[config.mk]
export PLATFORM = sky130hd
export DESIGN_NAME = exc_sreg_unit
export DESIGN_NICKNAME = d
export VERILOG_FILES = /design/src/rtl/esu_pkg.sv /design/src/rtl/esu_rst_sync.sv /design/src/rtl/esu_arbiter.sv /design/src/rtl/esu_regs.sv /design/src/rtl/esu_readmux.sv /design/src/rtl/esu_redirect.sv /design/src/rtl/exc_sreg_unit.sv
export SDC_FILE = /design/constraint.sdc
export NUM_CORES = 1
export LEC_CHECK = 0
export CORE_AREA = 4 4 119 121
export CTS_CLUSTER_SIZE = 10
export DETAILED_ROUTE_END_ITERATION = 6
export DIE_AREA = 0 0 123 125
export PLACE_DENSITY = 0.76
export SYNTH_ARGS = -nofsm -noshare
export SYNTH_HDL_FRONTEND = slang
export SYNTH_SLANG_ARGS = --single-unit
[constraint.sdc]
create_clock -name clk -period 5.8 [get_ports clk]
set_input_delay 0.87 -clock clk [delete_from_list [all_inputs] [get_ports clk]]
set_output_delay 0.87 -clock clk [all_outputs]
set_load 0.02 [all_outputs]
[src/rtl/esu_pkg.sv]
package esu_pkg;
  typedef enum logic [3:0] {
    OP_RETI   = 4'h0, OP_TRAP   = 4'h1, OP_PUSH   = 4'h2, OP_POP    = 4'h3,
    OP_GETPCH = 4'h4, OP_SETPCH = 4'h5, OP_GETEPC = 4'h6, OP_SETEPC = 4'h7,
    OP_GETESR = 4'h8, OP_SETESR = 4'h9, OP_GETUER = 4'hA, OP_SETUER = 4'hB,
    OP_GETNUM = 4'hC, OP_SETNUM = 4'hD, OP_GETVBR = 4'hE, OP_SETVBR = 4'hF
  } sop_e;

  typedef enum logic [2:0] {
    SRC_NONE, SRC_FAULT, SRC_TRAP, SRC_IRQ
  } src_e;
endpackage

[src/rtl/esu_rst_sync.sv]
module esu_rst_sync (
  input  logic clk,
  input  logic rst_n,
  output logic rst_sync_n
);
  logic [1:0] sync_q;

  always_ff @(posedge clk or negedge rst_n) begin
    if (!rst_n) sync_q <= 2'b00;
    else        sync_q <= {sync_q[0], 1'b1};
  end

  assign rst_sync_n = sync_q[1];
endmodule

[src/rtl/esu_arbiter.sv]
module esu_arbiter
  import esu_pkg::*;
#(
  parameter int DATA_W   = 16,
  parameter int NUM_W    = 8,
  parameter int N_IRQ    = 2,
  parameter int IRQ_BASE = 2
) (
  input  logic              clk,
  input  logic              rst_n,
  input  logic              op_valid,
  input  logic [3:0]        op_code,
  input  logic [DATA_W-1:0] op_operand,
  input  logic              exc_req,
  input  logic [NUM_W-1:0]  exc_num,
  input  logic [N_IRQ-1:0]  irq_req,
  input  logic [DATA_W-1:0] sr_in,
  output logic              take,
  output logic [NUM_W-1:0]  take_num,
  output src_e              take_src
);
  logic [N_IRQ-1:0] irq_live;
  logic             irq_hit;
  logic [NUM_W-1:0] irq_num;
  logic             trap_op;

  genvar g;
  generate
    for (g = 0; g < N_IRQ; g++) begin : g_mask
      assign irq_live[g] = irq_req[g] & sr_in[g];
    end
  endgenerate

  always_comb begin
    irq_hit = 1'b0;
    irq_num = '0;
    for (int k = N_IRQ - 1; k >= 0; k--) begin
      if (irq_live[k]) begin
        irq_hit = 1'b1;
        irq_num = NUM_W'(IRQ_BASE + k);
      end
    end
  end

  assign trap_op = op_valid && (op_code == OP_TRAP);

  always_comb begin
    take     = 1'b1;
    take_num = '0;
    take_src = SRC_NONE;
    if (exc_req) begin
      take_num = exc_num;
      take_src = SRC_FAULT;
    end else if (trap_op) begin
      take_num = op_operand[NUM_W-1:0];
      take_src = SRC_TRAP;
    end else if (irq_hit) begin
      take_num = irq_num;
      take_src = SRC_IRQ;
    end else begin
      take = 1'b0;
    end
  end


  masked_irq_chk: assert property (@(posedge clk) disable iff (!rst_n)
    (!exc_req && !trap_op && ((irq_req & sr_in[N_IRQ-1:0]) == '0)) |-> !take);


  trap_first_chk: assert property (@(posedge clk) disable iff (!rst_n)
    (!exc_req && trap_op) |-> (take && take_num == op_operand[NUM_W-1:0]));
endmodule

[src/rtl/esu_regs.sv]
module esu_regs
  import esu_pkg::*;
#(
  parameter int DATA_W = 16,
  parameter int NUM_W  = 8
) (
  input  logic              clk,
  input  logic              rst_n,
  input  logic              op_valid,
  input  logic [3:0]        op_code,
  input  logic [DATA_W-1:0] op_operand,
  input  logic              take,
  input  logic [NUM_W-1:0]  take_num,
  input  logic [DATA_W-1:0] pc_in,
  input  logic [DATA_W-1:0] sr_in,
  output logic [DATA_W-1:0] pch,
  output logic [DATA_W-1:0] epc,
  output logic [DATA_W-1:0] esr,
  output logic [DATA_W-1:0] uer,
  output logic [NUM_W-1:0]  enum_r,
  output logic [DATA_W-1:0] vbr,
  output logic              reti_go
);
  localparam int HALF_W = DATA_W / 2;

  logic [DATA_W-1:0] pch_d, epc_d, esr_d, uer_d, vbr_d;
  logic [NUM_W-1:0]  enum_d;
  logic              pch_en, epc_en, esr_en, uer_en, enum_en, vbr_en;
  logic              op_go;

  assign op_go   = op_valid && !take;
  assign reti_go = op_go && (op_code == OP_RETI);

  always_comb begin
    pch_d  = pch;  epc_d = epc;  esr_d = esr;
    uer_d  = uer;  vbr_d = vbr;  enum_d = enum_r;
    pch_en = 1'b0; epc_en = 1'b0; esr_en = 1'b0;
    uer_en = 1'b0; enum_en = 1'b0; vbr_en = 1'b0;
    if (take) begin
      pch_d   = {pch[HALF_W-1:0], {HALF_W{1'b0}}};
      epc_d   = pc_in;
      esr_d   = sr_in;
      enum_d  = take_num;
      pch_en  = 1'b1; epc_en = 1'b1; esr_en = 1'b1; enum_en = 1'b1;
    end else if (op_go) begin
      unique case (sop_e'(op_code))
        OP_RETI: begin
          pch_d  = {pch[DATA_W-1:HALF_W], pch[DATA_W-1:HALF_W]};
          pch_en = 1'b1;
        end
        OP_SETPCH: begin pch_d  = op_operand;              pch_en  = 1'b1; end
        OP_SETEPC: begin epc_d  = op_operand;              epc_en  = 1'b1; end
        OP_SETESR: begin esr_d  = op_operand;              esr_en  = 1'b1; end
        OP_SETUER: begin uer_d  = op_operand;              uer_en  = 1'b1; end
        OP_SETNUM: begin enum_d = op_operand[NUM_W-1:0];   enum_en = 1'b1; end
        OP_SETVBR: begin vbr_d  = op_operand;              vbr_en  = 1'b1; end
        default: ;
      endcase
    end
  end

  always_ff @(posedge clk or negedge rst_n) begin
    if (!rst_n) begin
      pch <= '0; epc <= '0; esr <= '0; uer <= '0; enum_r <= '0; vbr <= '0;
    end else begin
      if (pch_en)  pch    <= pch_d;
      if (epc_en)  epc    <= epc_d;
      if (esr_en)  esr    <= esr_d;
      if (uer_en)  uer    <= uer_d;
      if (enum_en) enum_r <= enum_d;
      if (vbr_en)  vbr    <= vbr_d;
    end
  end


  entry_save_chk: assert property (@(posedge clk) disable iff (!rst_n)
    take |=> (epc == $past(pc_in) && esr == $past(sr_in) && enum_r == $past(take_num)));


  page_shift_chk: assert property (@(posedge clk) disable iff (!rst_n)
    take |=> (pch[HALF_W-1:0] == '0 && pch[DATA_W-1:HALF_W] == $past(pch[HALF_W-1:0])));


  stack_op_quiet_chk: assert property (@(posedge clk) disable iff (!rst_n)
    (op_go && (op_code == OP_PUSH || op_code == OP_POP)) |=>
      ($stable(pch) && $stable(epc) && $stable(esr) && $stable(uer) &&
       $stable(enum_r) && $stable(vbr)));


  reti_page_chk: assert property (@(posedge clk) disable iff (!rst_n)
    reti_go |=> (pch[HALF_W-1:0] == $past(pch[DATA_W-1:HALF_W])));
endmodule

[src/rtl/esu_readmux.sv]
module esu_readmux
  import esu_pkg::*;
#(
  parameter int DATA_W = 16,
  parameter int NUM_W  = 8
) (
  input  logic              op_valid,
  input  logic [3:0]        op_code,
  input  logic [DATA_W-1:0] pch,
  input  logic [DATA_W-1:0] epc,
  input  logic [DATA_W-1:0] esr,
  input  logic [DATA_W-1:0] uer,
  input  logic [NUM_W-1:0]  enum_r,
  input  logic [DATA_W-1:0] vbr,
  output logic [DATA_W-1:0] rdata
);
  always_comb begin
    rdata = '0;
    if (op_valid) begin
      unique case (sop_e'(op_code))
        OP_RETI,
        OP_GETUER: rdata = uer;
        OP_GETPCH: rdata = pch;
        OP_GETEPC: rdata = epc;
        OP_GETESR: rdata = esr;
        OP_GETNUM: rdata = DATA_W'(enum_r);
        OP_GETVBR: rdata = vbr;
        default:   rdata = '0;
      endcase
    end
  end
endmodule

[src/rtl/esu_redirect.sv]
module esu_redirect #(
  parameter int DATA_W = 16,
  parameter int NUM_W  = 8,
  parameter int N_IRQ  = 2
) (
  input  logic              clk,
  input  logic              rst_n,
  input  logic              take,
  input  logic [NUM_W-1:0]  take_num,
  input  logic              reti_go,
  input  logic [DATA_W-1:0] vbr,
  input  logic [DATA_W-1:0] epc,
  input  logic [DATA_W-1:0] esr,
  input  logic [DATA_W-1:0] sr_in,
  output logic              redirect,
  output logic [DATA_W-1:0] redirect_pc,
  output logic [DATA_W-1:0] redirect_sr
);
  localparam logic [DATA_W-1:0] IE_MASK = DATA_W'((1 << N_IRQ) - 1);

  logic              red_d;
  logic [DATA_W-1:0] pc_d, sr_d;

  always_comb begin
    red_d = 1'b0;
    pc_d  = '0;
    sr_d  = '0;
    if (take) begin
      red_d = 1'b1;
      pc_d  = vbr + (DATA_W'(take_num) << 1);
      sr_d  = sr_in & ~IE_MASK;
    end else if (reti_go) begin
      red_d = 1'b1;
      pc_d  = epc;
      sr_d  = esr;
    end
  end

  always_ff @(posedge clk or negedge rst_n) begin
    if (!rst_n) begin
      redirect    <= 1'b0;
      redirect_pc <= '0;
      redirect_sr <= '0;
    end else begin
      redirect    <= red_d;
      redirect_pc <= pc_d;
      redirect_sr <= sr_d;
    end
  end


  entry_sr_chk: assert property (@(posedge clk) disable iff (!rst_n)
    take |=> (redirect && (redirect_sr & IE_MASK) == '0));


  reti_target_chk: assert property (@(posedge clk) disable iff (!rst_n)
    reti_go |=> (redirect && redirect_pc == $past(epc) && redirect_sr == $past(esr)));


  idle_quiet_chk: assert property (@(posedge clk) disable iff (!rst_n)
    (!take && !reti_go) |=> (!redirect && redirect_pc == '0 && redirect_sr == '0));
endmodule

[src/rtl/exc_sreg_unit.sv]
module exc_sreg_unit
  import esu_pkg::*;
#(
  parameter int DATA_W   = 16,
  parameter int NUM_W    = 8,
  parameter int N_IRQ    = 2,
  parameter int IRQ_BASE = 2
) (
  input  logic              clk,
  input  logic              rst_n,
  input  logic              op_valid,
  input  logic [3:0]        op_code,
  input  logic [DATA_W-1:0] op_operand,
  input  logic              exc_req,
  input  logic [NUM_W-1:0]  exc_num,
  input  logic [N_IRQ-1:0]  irq_req,
  input  logic [DATA_W-1:0] pc_in,
  input  logic [DATA_W-1:0] sr_in,
  output logic [DATA_W-1:0] rdata,
  output logic              redirect,
  output logic [DATA_W-1:0] redirect_pc,
  output logic [DATA_W-1:0] redirect_sr,
  output logic [DATA_W-1:0] pch_out
);
  logic              rst_sync_n;
  logic              take, reti_go;
  logic [NUM_W-1:0]  take_num;
  src_e              take_src;
  logic [DATA_W-1:0] pch, epc, esr, uer, vbr;
  logic [NUM_W-1:0]  enum_r;

  esu_rst_sync u_rst (
    .clk(clk), .rst_n(rst_n), .rst_sync_n(rst_sync_n)
  );

  esu_arbiter #(.DATA_W(DATA_W), .NUM_W(NUM_W), .N_IRQ(N_IRQ), .IRQ_BASE(IRQ_BASE)) u_arb (
    .clk(clk), .rst_n(rst_sync_n), .op_valid(op_valid), .op_code(op_code),
    .op_operand(op_operand), .exc_req(exc_req), .exc_num(exc_num),
    .irq_req(irq_req), .sr_in(sr_in), .take(take), .take_num(take_num),
    .take_src(take_src)
  );

  esu_regs #(.DATA_W(DATA_W), .NUM_W(NUM_W)) u_regs (
    .clk(clk), .rst_n(rst_sync_n), .op_valid(op_valid), .op_code(op_code),
    .op_operand(op_operand), .take(take), .take_num(take_num),
    .pc_in(pc_in), .sr_in(sr_in), .pch(pch), .epc(epc), .esr(esr),
    .uer(uer), .enum_r(enum_r), .vbr(vbr), .reti_go(reti_go)
  );

  esu_readmux #(.DATA_W(DATA_W), .NUM_W(NUM_W)) u_rd (
    .op_valid(op_valid), .op_code(op_code), .pch(pch), .epc(epc),
    .esr(esr), .uer(uer), .enum_r(enum_r), .vbr(vbr), .rdata(rdata)
  );

  esu_redirect #(.DATA_W(DATA_W), .NUM_W(NUM_W), .N_IRQ(N_IRQ)) u_red (
    .clk(clk), .rst_n(rst_sync_n), .take(take), .take_num(take_num),
    .reti_go(reti_go), .vbr(vbr), .epc(epc), .esr(esr), .sr_in(sr_in),
    .redirect(redirect), .redirect_pc(redirect_pc), .redirect_sr(redirect_sr)
  );

  assign pch_out = pch;


  fault_wins_chk: assert property (@(posedge clk) disable iff (!rst_sync_n)
    exc_req |-> (take && take_src == SRC_FAULT && take_num == exc_num));
endmodule

==> metrics.csv, run 1 <==
metric,value,unit
Post-synth EDFFs,0,
post-route DRC violation count,0,
TritonCTS clock tree,yes,
most area-consuming cells after synthesis,"dfrtp_1, mux2i_1, nand2_1",
Num CTS Buffers,17,
Final WS setup,0.953,ns
post-synthesis net count,671,
PortBufs,130,
crit end category,primary output,
nets@finish,793,
"top cells by count, synth","dfrtp_1, nand2_1, o21ai_0",
Switching Fraction,27.0,%
Worst setup SP type,input port,
Routed Antenna Nets,0,
Synth Instances,594,
cell-internal power,1.78,mW
Final Instance Area,0.00832,mm²
Worst Path Required,4.93,ns
M1 GR Usage,36.6,%
Initial Util,48.8,%
clock share of power,40.2,%
TritonCTS sink count,123,
Worst Hold Class,reg -> reg,
worst-margin pin slew,1.04,ns
Total Power,2.44,mW
DR vias,5364,
Slew headroom,30.5,%
Synth top area share,48.2,%
Comb power frac,17.1,%
WL final,19100,µm
M2 GR Usage,37.2,%
Seq cells post-synth,123,
sequential power share,42.7,%
Die Ht,125,µm
post-route setup TNS,0,ns
First DRT Iteration DRCs,601,
crit path DAT,3.98,ns
area growth from synthesis to layout,30.1,%
max cap viols,0,
critical path class,in -> out,
num rows,42,
DIE AREA,0.0154,mm²
slowest CP cell,clkdlybuf4s50_1,
number of global-route vias before repair,5424,
CP peak stage delay,0.89,ns
Tot GR Track Use,25.5,%
final hold vios,0,
Crit Path Max Fanout,16,
htree depth,4,
Leak,3.57,nW
Bufs on Longest Clock Path,2,
layout cells sized above 1,12.1,%
die span in x,123,µm
clock-pin slew on the worst setup and hold paths,0.05,ns
Yosys top cell by area,dfrtp_1,
CP top delay family,buffers and inverters,
initial antenna violation count,0,
distinct cell type count after synthesis,64,
top-count cell post-synth,dfrtp_1,
Placed Area,0.00776,mm²
Detail Placement HPWL,13700,µm
Setup-failing EPs final,0,
Netlist Area Pre-Place,0.00639,mm²
Fmax achieved,0.206,GHz
Mean Syn Cell Area,10.8,µm²
ys flop type,dfrtp_1,
ant diodes,0,
grt ovf,0,
net switching power,0.659,mW
P per Cell Area,293,mW/mm²
Place WS,0.975,ns
post-cts sizing count,0,
first-pass GRT wire length,30200,µm
RSZ-0062 raised after global routing,false,
"FFs w/ async S/R, synth",100,%
Final Wtd Congestion,0.916,
pin count of the biggest net entering global routing,102,
Clock Tree Root,clkbuf_16,
met3 Usage GRT,7.86,%
Core Footprint,0.0131,mm²
clock skew,0.00699,ns
Routed WL per cell,21.1,µm
final-report max-slew violation count,0,
warnings from Yosys,0,
cell mode on critical path,clkdlybuf4s50_1,
buffers plus inverters on the worst setup path,2,
setup bufs post-CTS,0,
status,finished clean,
count of hold-fix buffers inserted at cts,0,
"Cell Chain, Critical Path",clkdlybuf4s50_1 -> xor2_1 -> nor3_2 -> a222oi_1 -> a21boi_0 -> clkdlybuf4s50_1,
sequential share of the synthesized area,48.2,%
busiest layer in global routing,met2,
Initial DRT Pass Iterations,6,
worst vdd ir,0.207,mV
final period utilization,83.6,%
I/O pin cnt,131,
Vias/cell,5.94,
min Tclk post-route,4.85,ns
"Clk Latency, worst-skew pair",0.41,ns
-- worst paths after layout --
kind                                      startpoint                         endpoint  slack, ns  depth (start not counted)
setup / recovery                          op_code[1]                         rdata[4]       0.95                          6
hold / removal             u_rst.sync_q[0]$_DFF_PN0_        u_rst.sync_q[1]$_DFF_PN0_       0.35                          0
setup reg to reg           u_regs.vbr[1]$_DFFE_PN0P_  u_red.redirect_pc[13]$_DFF_PN0_       3.42                          7
hold reg to reg            u_rst.sync_q[0]$_DFF_PN0_        u_rst.sync_q[1]$_DFF_PN0_       0.35                          0
max in group asynchronous  u_rst.sync_q[1]$_DFF_PN0_   u_red.redirect_pc[2]$_DFF_PN0_       4.16                          1
min in group asynchronous  u_rst.sync_q[1]$_DFF_PN0_       u_regs.esr[13]$_DFFE_PN0P_       0.47                          0
-- power groups by stage --
stage / clock, mW / sequential, mW / combinational, mW
after floorplan: 0 / 1.06 / 0.205
after CTS: 0.994 / 1.04 / 0.418
after global routing: 1.04 / 1.05 / 0.455
final: 0.980 / 1.04 / 0.418
after global placement: 0 / 1.05 / 0.408
after detailed placement: 0 / 1.05 / 0.415
-- kinds of logic (layout without fill, tap and decap cells) --
kind of cell,count (synthesis),in the layout,share of synthesized area [%]
flip-flops,123,123,48.2
buffers and inverters,36,169,3.39
other,1,1,0.0587
multiplexers,87,87,14.7
AND/OR/NAND/NOR,166,166,13.2
adder cells (fa/ha/maj),11,11,2.27
AO/OA/AOI/OAI,159,159,16.7
XOR/XNOR,11,11,1.51
-- cells in the final DEF, fill, tap and decap left out, types with 3 or more instances in the layout --
cell type and n:
clkdlybuf4s50_1 130, dfrtp_1 122, nand2_1 111, o21ai_0 63, mux2i_1 56, mux2_2 23, clkbuf_16 17, a22oi_1 16
a222oi_1 16, ha_1 10, a21oi_1 9, nor2_1 9, a31oi_1 9, xor2_1 8, mux2_4 8, a21boi_0 7
o2bb2ai_1 6, o21bai_1 6, buf_4 6, clkinv_2 5, nor2_2 4, a211oi_1 4, nand2b_1 4, nor3_2 4
clkbuf_8 4, inv_1 3, o21a_1 3, nand3_1 3, nor3_1 3, xnor2_1 3, a22o_1 3
-- per-layer routing --
layer / vias to the layer above / wire length [µm]
met4: 0 / 366
met1: 2626 / 8240
met2: 287 / 8740
li1: 2421 / -
met5: - / 0
met3: 30 / 1710
-- metrics by stage --
stage / util, % / hold WS, ns / instances
floorplan: - / 0.331 / 594
global placement: 59.3 / 0.338 / 873
detailed placement: 59.3 / 0.339 / 873
CTS: 63.6 / 0.351 / 903
global route: 63.6 / 0.377 / 903
finish: 63.6 / 0.350 / 903
-- cell type report --
cell class | count | area [µm²]
clock buffer | 22 | 484
clock inverter | 8 | 70.1
fill | 1018 | 4770
inverter | 3 | 11.3
multi-input combinational | 435 | 3100
sequential | 123 | 3080
tap | 176 | 220
timing repair buffer | 136 | 1350
-- sequential cells by signal (all words and copies together) (netlist names) --
| name | cells |
|---|---|
| u_regs.enum_r | 8 |
| u_regs.esr | 16 |
| u_red.redirect | 1 |
| u_regs.vbr | 16 |
| u_red.redirect_sr | 16 |
| u_rst.sync_q | 2 |
| u_regs.pch | 16 |
| u_regs.epc | 16 |
| u_regs.uer | 16 |
| u_red.redirect_pc | 16 |
(Power assumes the default switching activity.)
==> inputs of run 2 (changes only) <==
--- a/config.mk
+++ b/config.mk
@@ -5,10 +5,10 @@
 export SDC_FILE = /design/constraint.sdc
 export NUM_CORES = 1
 export LEC_CHECK = 0
-export CORE_AREA = 4 4 119 121
+export CORE_AREA = 4 4 122 124
 export CTS_CLUSTER_SIZE = 10
 export DETAILED_ROUTE_END_ITERATION = 6
-export DIE_AREA = 0 0 123 125
+export DIE_AREA = 0 0 126 128
 export PLACE_DENSITY = 0.76
 export SYNTH_ARGS = -nofsm -noshare
 export SYNTH_HDL_FRONTEND = slang
==> constraint.sdc (replaced) <==
create_clock -name clk -period 4 [get_ports clk]
set_input_delay 0.6 -clock clk [delete_from_list [all_inputs] [get_ports clk]]
set_output_delay 0.6 -clock clk [all_outputs]
set_load 0.02 [all_outputs]
==> metrics.csv, run 2 (synthesis results as in run 1) <==
metric,value,unit,change
number of global-route vias before repair,5491,,+1.2%
Bufs on Longest Clock Path,2,,unchanged
Leak,3.69,nW,+3.5%
Worst Path Required,3.40,ns,-1.53 ns
critical path class,in -> out,,
met3 Usage GRT,6.04,%,-1.8 points
TritonCTS clock tree,yes,,
Fmax achieved,0.269,GHz,
clock skew,0.00633,ns,-0.000655 ns
R2R Setup Slk,1.53,ns,-1.89 ns
Final Wtd Congestion,0.919,,+0.32%
Tot GR Track Use,24.4,%,-1.1 points
Setup-failing EPs final,0,,unchanged
"most common cell after layout, fill and taps aside",clkdlybuf4s50_1,,
PortBufs,130,,unchanged
crit path DAT,3.11,ns,-0.87 ns
htree depth,4,,unchanged
max cap viols,0,,unchanged
final period utilization,92.8,%,
reg2reg end,u_red.redirect_pc[13]$_DFF_PN0_,,
Die Ht,128,µm,+2.4%
min Tclk post-route,3.71,ns,
Initial Util,46.4,%,-2.4 points
M1 GR Usage,34.4,%,-2.2 points
worst-margin pin slew,0.984,ns,-0.0528 ns
die span in x,126,µm,+2.4%
I/O pin cnt,131,,unchanged
reg2reg start,u_regs.vbr[1]$_DFFE_PN0P_,,
P per Cell Area,441,mW/mm²,+50%
Clock Tree Root,clkbuf_16,,
Fill cells,1147,,+13%
most frequent cells in the layout,"clkdlybuf4s50_1, dfrtp_1, nand2_1",,
pin count of the biggest net entering global routing,102,,unchanged
busiest layer in global routing,met2,,
Worst setup SP type,input port,,
Routed Antenna Nets,0,,unchanged
status,finished clean,,
Worst Hold Class,in -> async,,
post-cts sizing count,0,,unchanged
DR vias,5428,,+1.2%
initial antenna violation count,0,,unchanged
crit end category,primary output,,
first-pass GRT wire length,30800,µm,+1.8%
Vias/cell,5.86,,-1.4%
num rows,43,,+2.4%
nets@finish,811,,+2.3%
Routed WL per cell,21.0,µm,-0.64%
DIE AREA,0.0161,mm²,+4.9%
layout cells sized above 1,14.6,%,+2.5 points
WL final,19400,µm,+2.0%
Num CTS Buffers,17,,unchanged
R2R cell count,7,,unchanged
final core occ,62.0,%,-1.6 points
setup bufs post-CTS,0,,unchanged
worst vdd ir,0.249,mV,+20%
Initial DRT Pass Iterations,7,,+1
Detail Placement HPWL,14000,µm,+2.3%
ant diodes,0,,unchanged
Core Footprint,0.0138,mm²,+5.3%
"Clk Latency, worst-skew pair",0.42,ns,about the same
TritonCTS sink count,123,,unchanged
final hold vios,0,,unchanged
area growth from synthesis to layout,33.6,%,
post-route setup TNS,0,ns,unchanged
M2 GR Usage,36.8,%,-0.38 points
post-route DRC violation count,0,,unchanged
final-report max-slew violation count,0,,unchanged
count of hold-fix buffers inserted at cts,0,,unchanged
clock-pin slew on the worst setup and hold paths,0.05,ns,about the same
RSZ-0062 raised after global routing,false,,
Crit Path Max Fanout,16,,unchanged
First DRT Iteration DRCs,613,,+2.0%
grt ovf,0,,unchanged
Slew headroom,34.4,%,+3.9 points
run 2: cell type report:
type | count | area (µm²) | share of cell area [%]
clock buffers | 18 | 439 | 5.14
clock inverters | 14 | 194 | 2.27
inverters | 3 | 11.3 | 0.132
multi-input cells | 435 | 3100 | 36.4
flip-flops and latches | 123 | 3080 | 36.1
well taps | 180 | 225 | 2.64
repair buffers | 154 | 1480 | 17.4
run 2: power by group:
part           total [mW]  leakage (nW)  internal (mW)  switching, mW
Clock                1.64         0.307           1.06          0.579
Combinational       0.622          1.82          0.305          0.317
Sequential           1.50          1.56           1.38          0.121
Total                3.76          3.69           2.75           1.02
run 2: worst max-delay path, stage by stage:
cell	delay [ns]
clkdlybuf4s50_1	0.48
buf_4	0.21
nand2b_1	0.18
nor2_2	0.05
buf_4	0.21
a222oi_1	0.53
a21boi_0	0.25
clkdlybuf4s50_1	0.60
run 2: layer usage:
metal | vias up | wire length, µm
met2 | 286 | 8980
li1 | 2457 | -
met4 | 0 | 357
met5 | - | 0
met3 | 30 | 1720
met1 | 2655 | 8390
run 2: metrics by stage:
step | cells | setup WS, ns | hold slack (ns) | cell area [µm²] | total power, mW
final | 927 | 0.286 | 0.344 | 8540 | 3.76
after global routing | 927 | 0.199 | 0.330 | 8540 | 3.91
after CTS | 927 | 0.330 | 0.329 | 8540 | 3.78
after detailed placement | 895 | 0.241 | 0.341 | 7900 | 2.14
after global placement | 895 | 0.350 | 0.339 | 7900 | 2.12
after floorplan | 594 | 0.320 | 0.304 | 6390 | 1.84
run 2: how the worst max path moves through the flow:
| stage | startpoint | end | slack (ns) | depth (start not counted) |
|---|---|---|---|---|
| global placement | op_code[3] | u_red.redirect_pc[13]$_DFF_PN0_ | 0.35 | 13 |
| finish | op_code[0] | rdata[4] | 0.29 | 8 |
| floorplan | u_rst.sync_q[1]$_DFF_PN0_ | u_red.redirect$_DFF_PN0_ | 0.32 | 0 |
| global route | op_code[0] | rdata[4] | 0.20 | 8 |
| detailed placement | op_code[3] | u_red.redirect_pc[13]$_DFF_PN0_ | 0.24 | 13 |
| CTS | op_code[2] | rdata[5] | 0.33 | 8 |
==> inputs of run 3 (changes only) <==
--- a/config.mk
+++ b/config.mk
@@ -10,6 +10,7 @@
 export DETAILED_ROUTE_END_ITERATION = 6
 export DIE_AREA = 0 0 126 128
 export PLACE_DENSITY = 0.76
+export SKIP_LAST_GASP = 1
 export SYNTH_ARGS = -nofsm -noshare
 export SYNTH_HDL_FRONTEND = slang
 export SYNTH_SLANG_ARGS = --single-unit
==> results of run 3 <==
No change in the layout: final DEF, timing and power equal those of run 2.
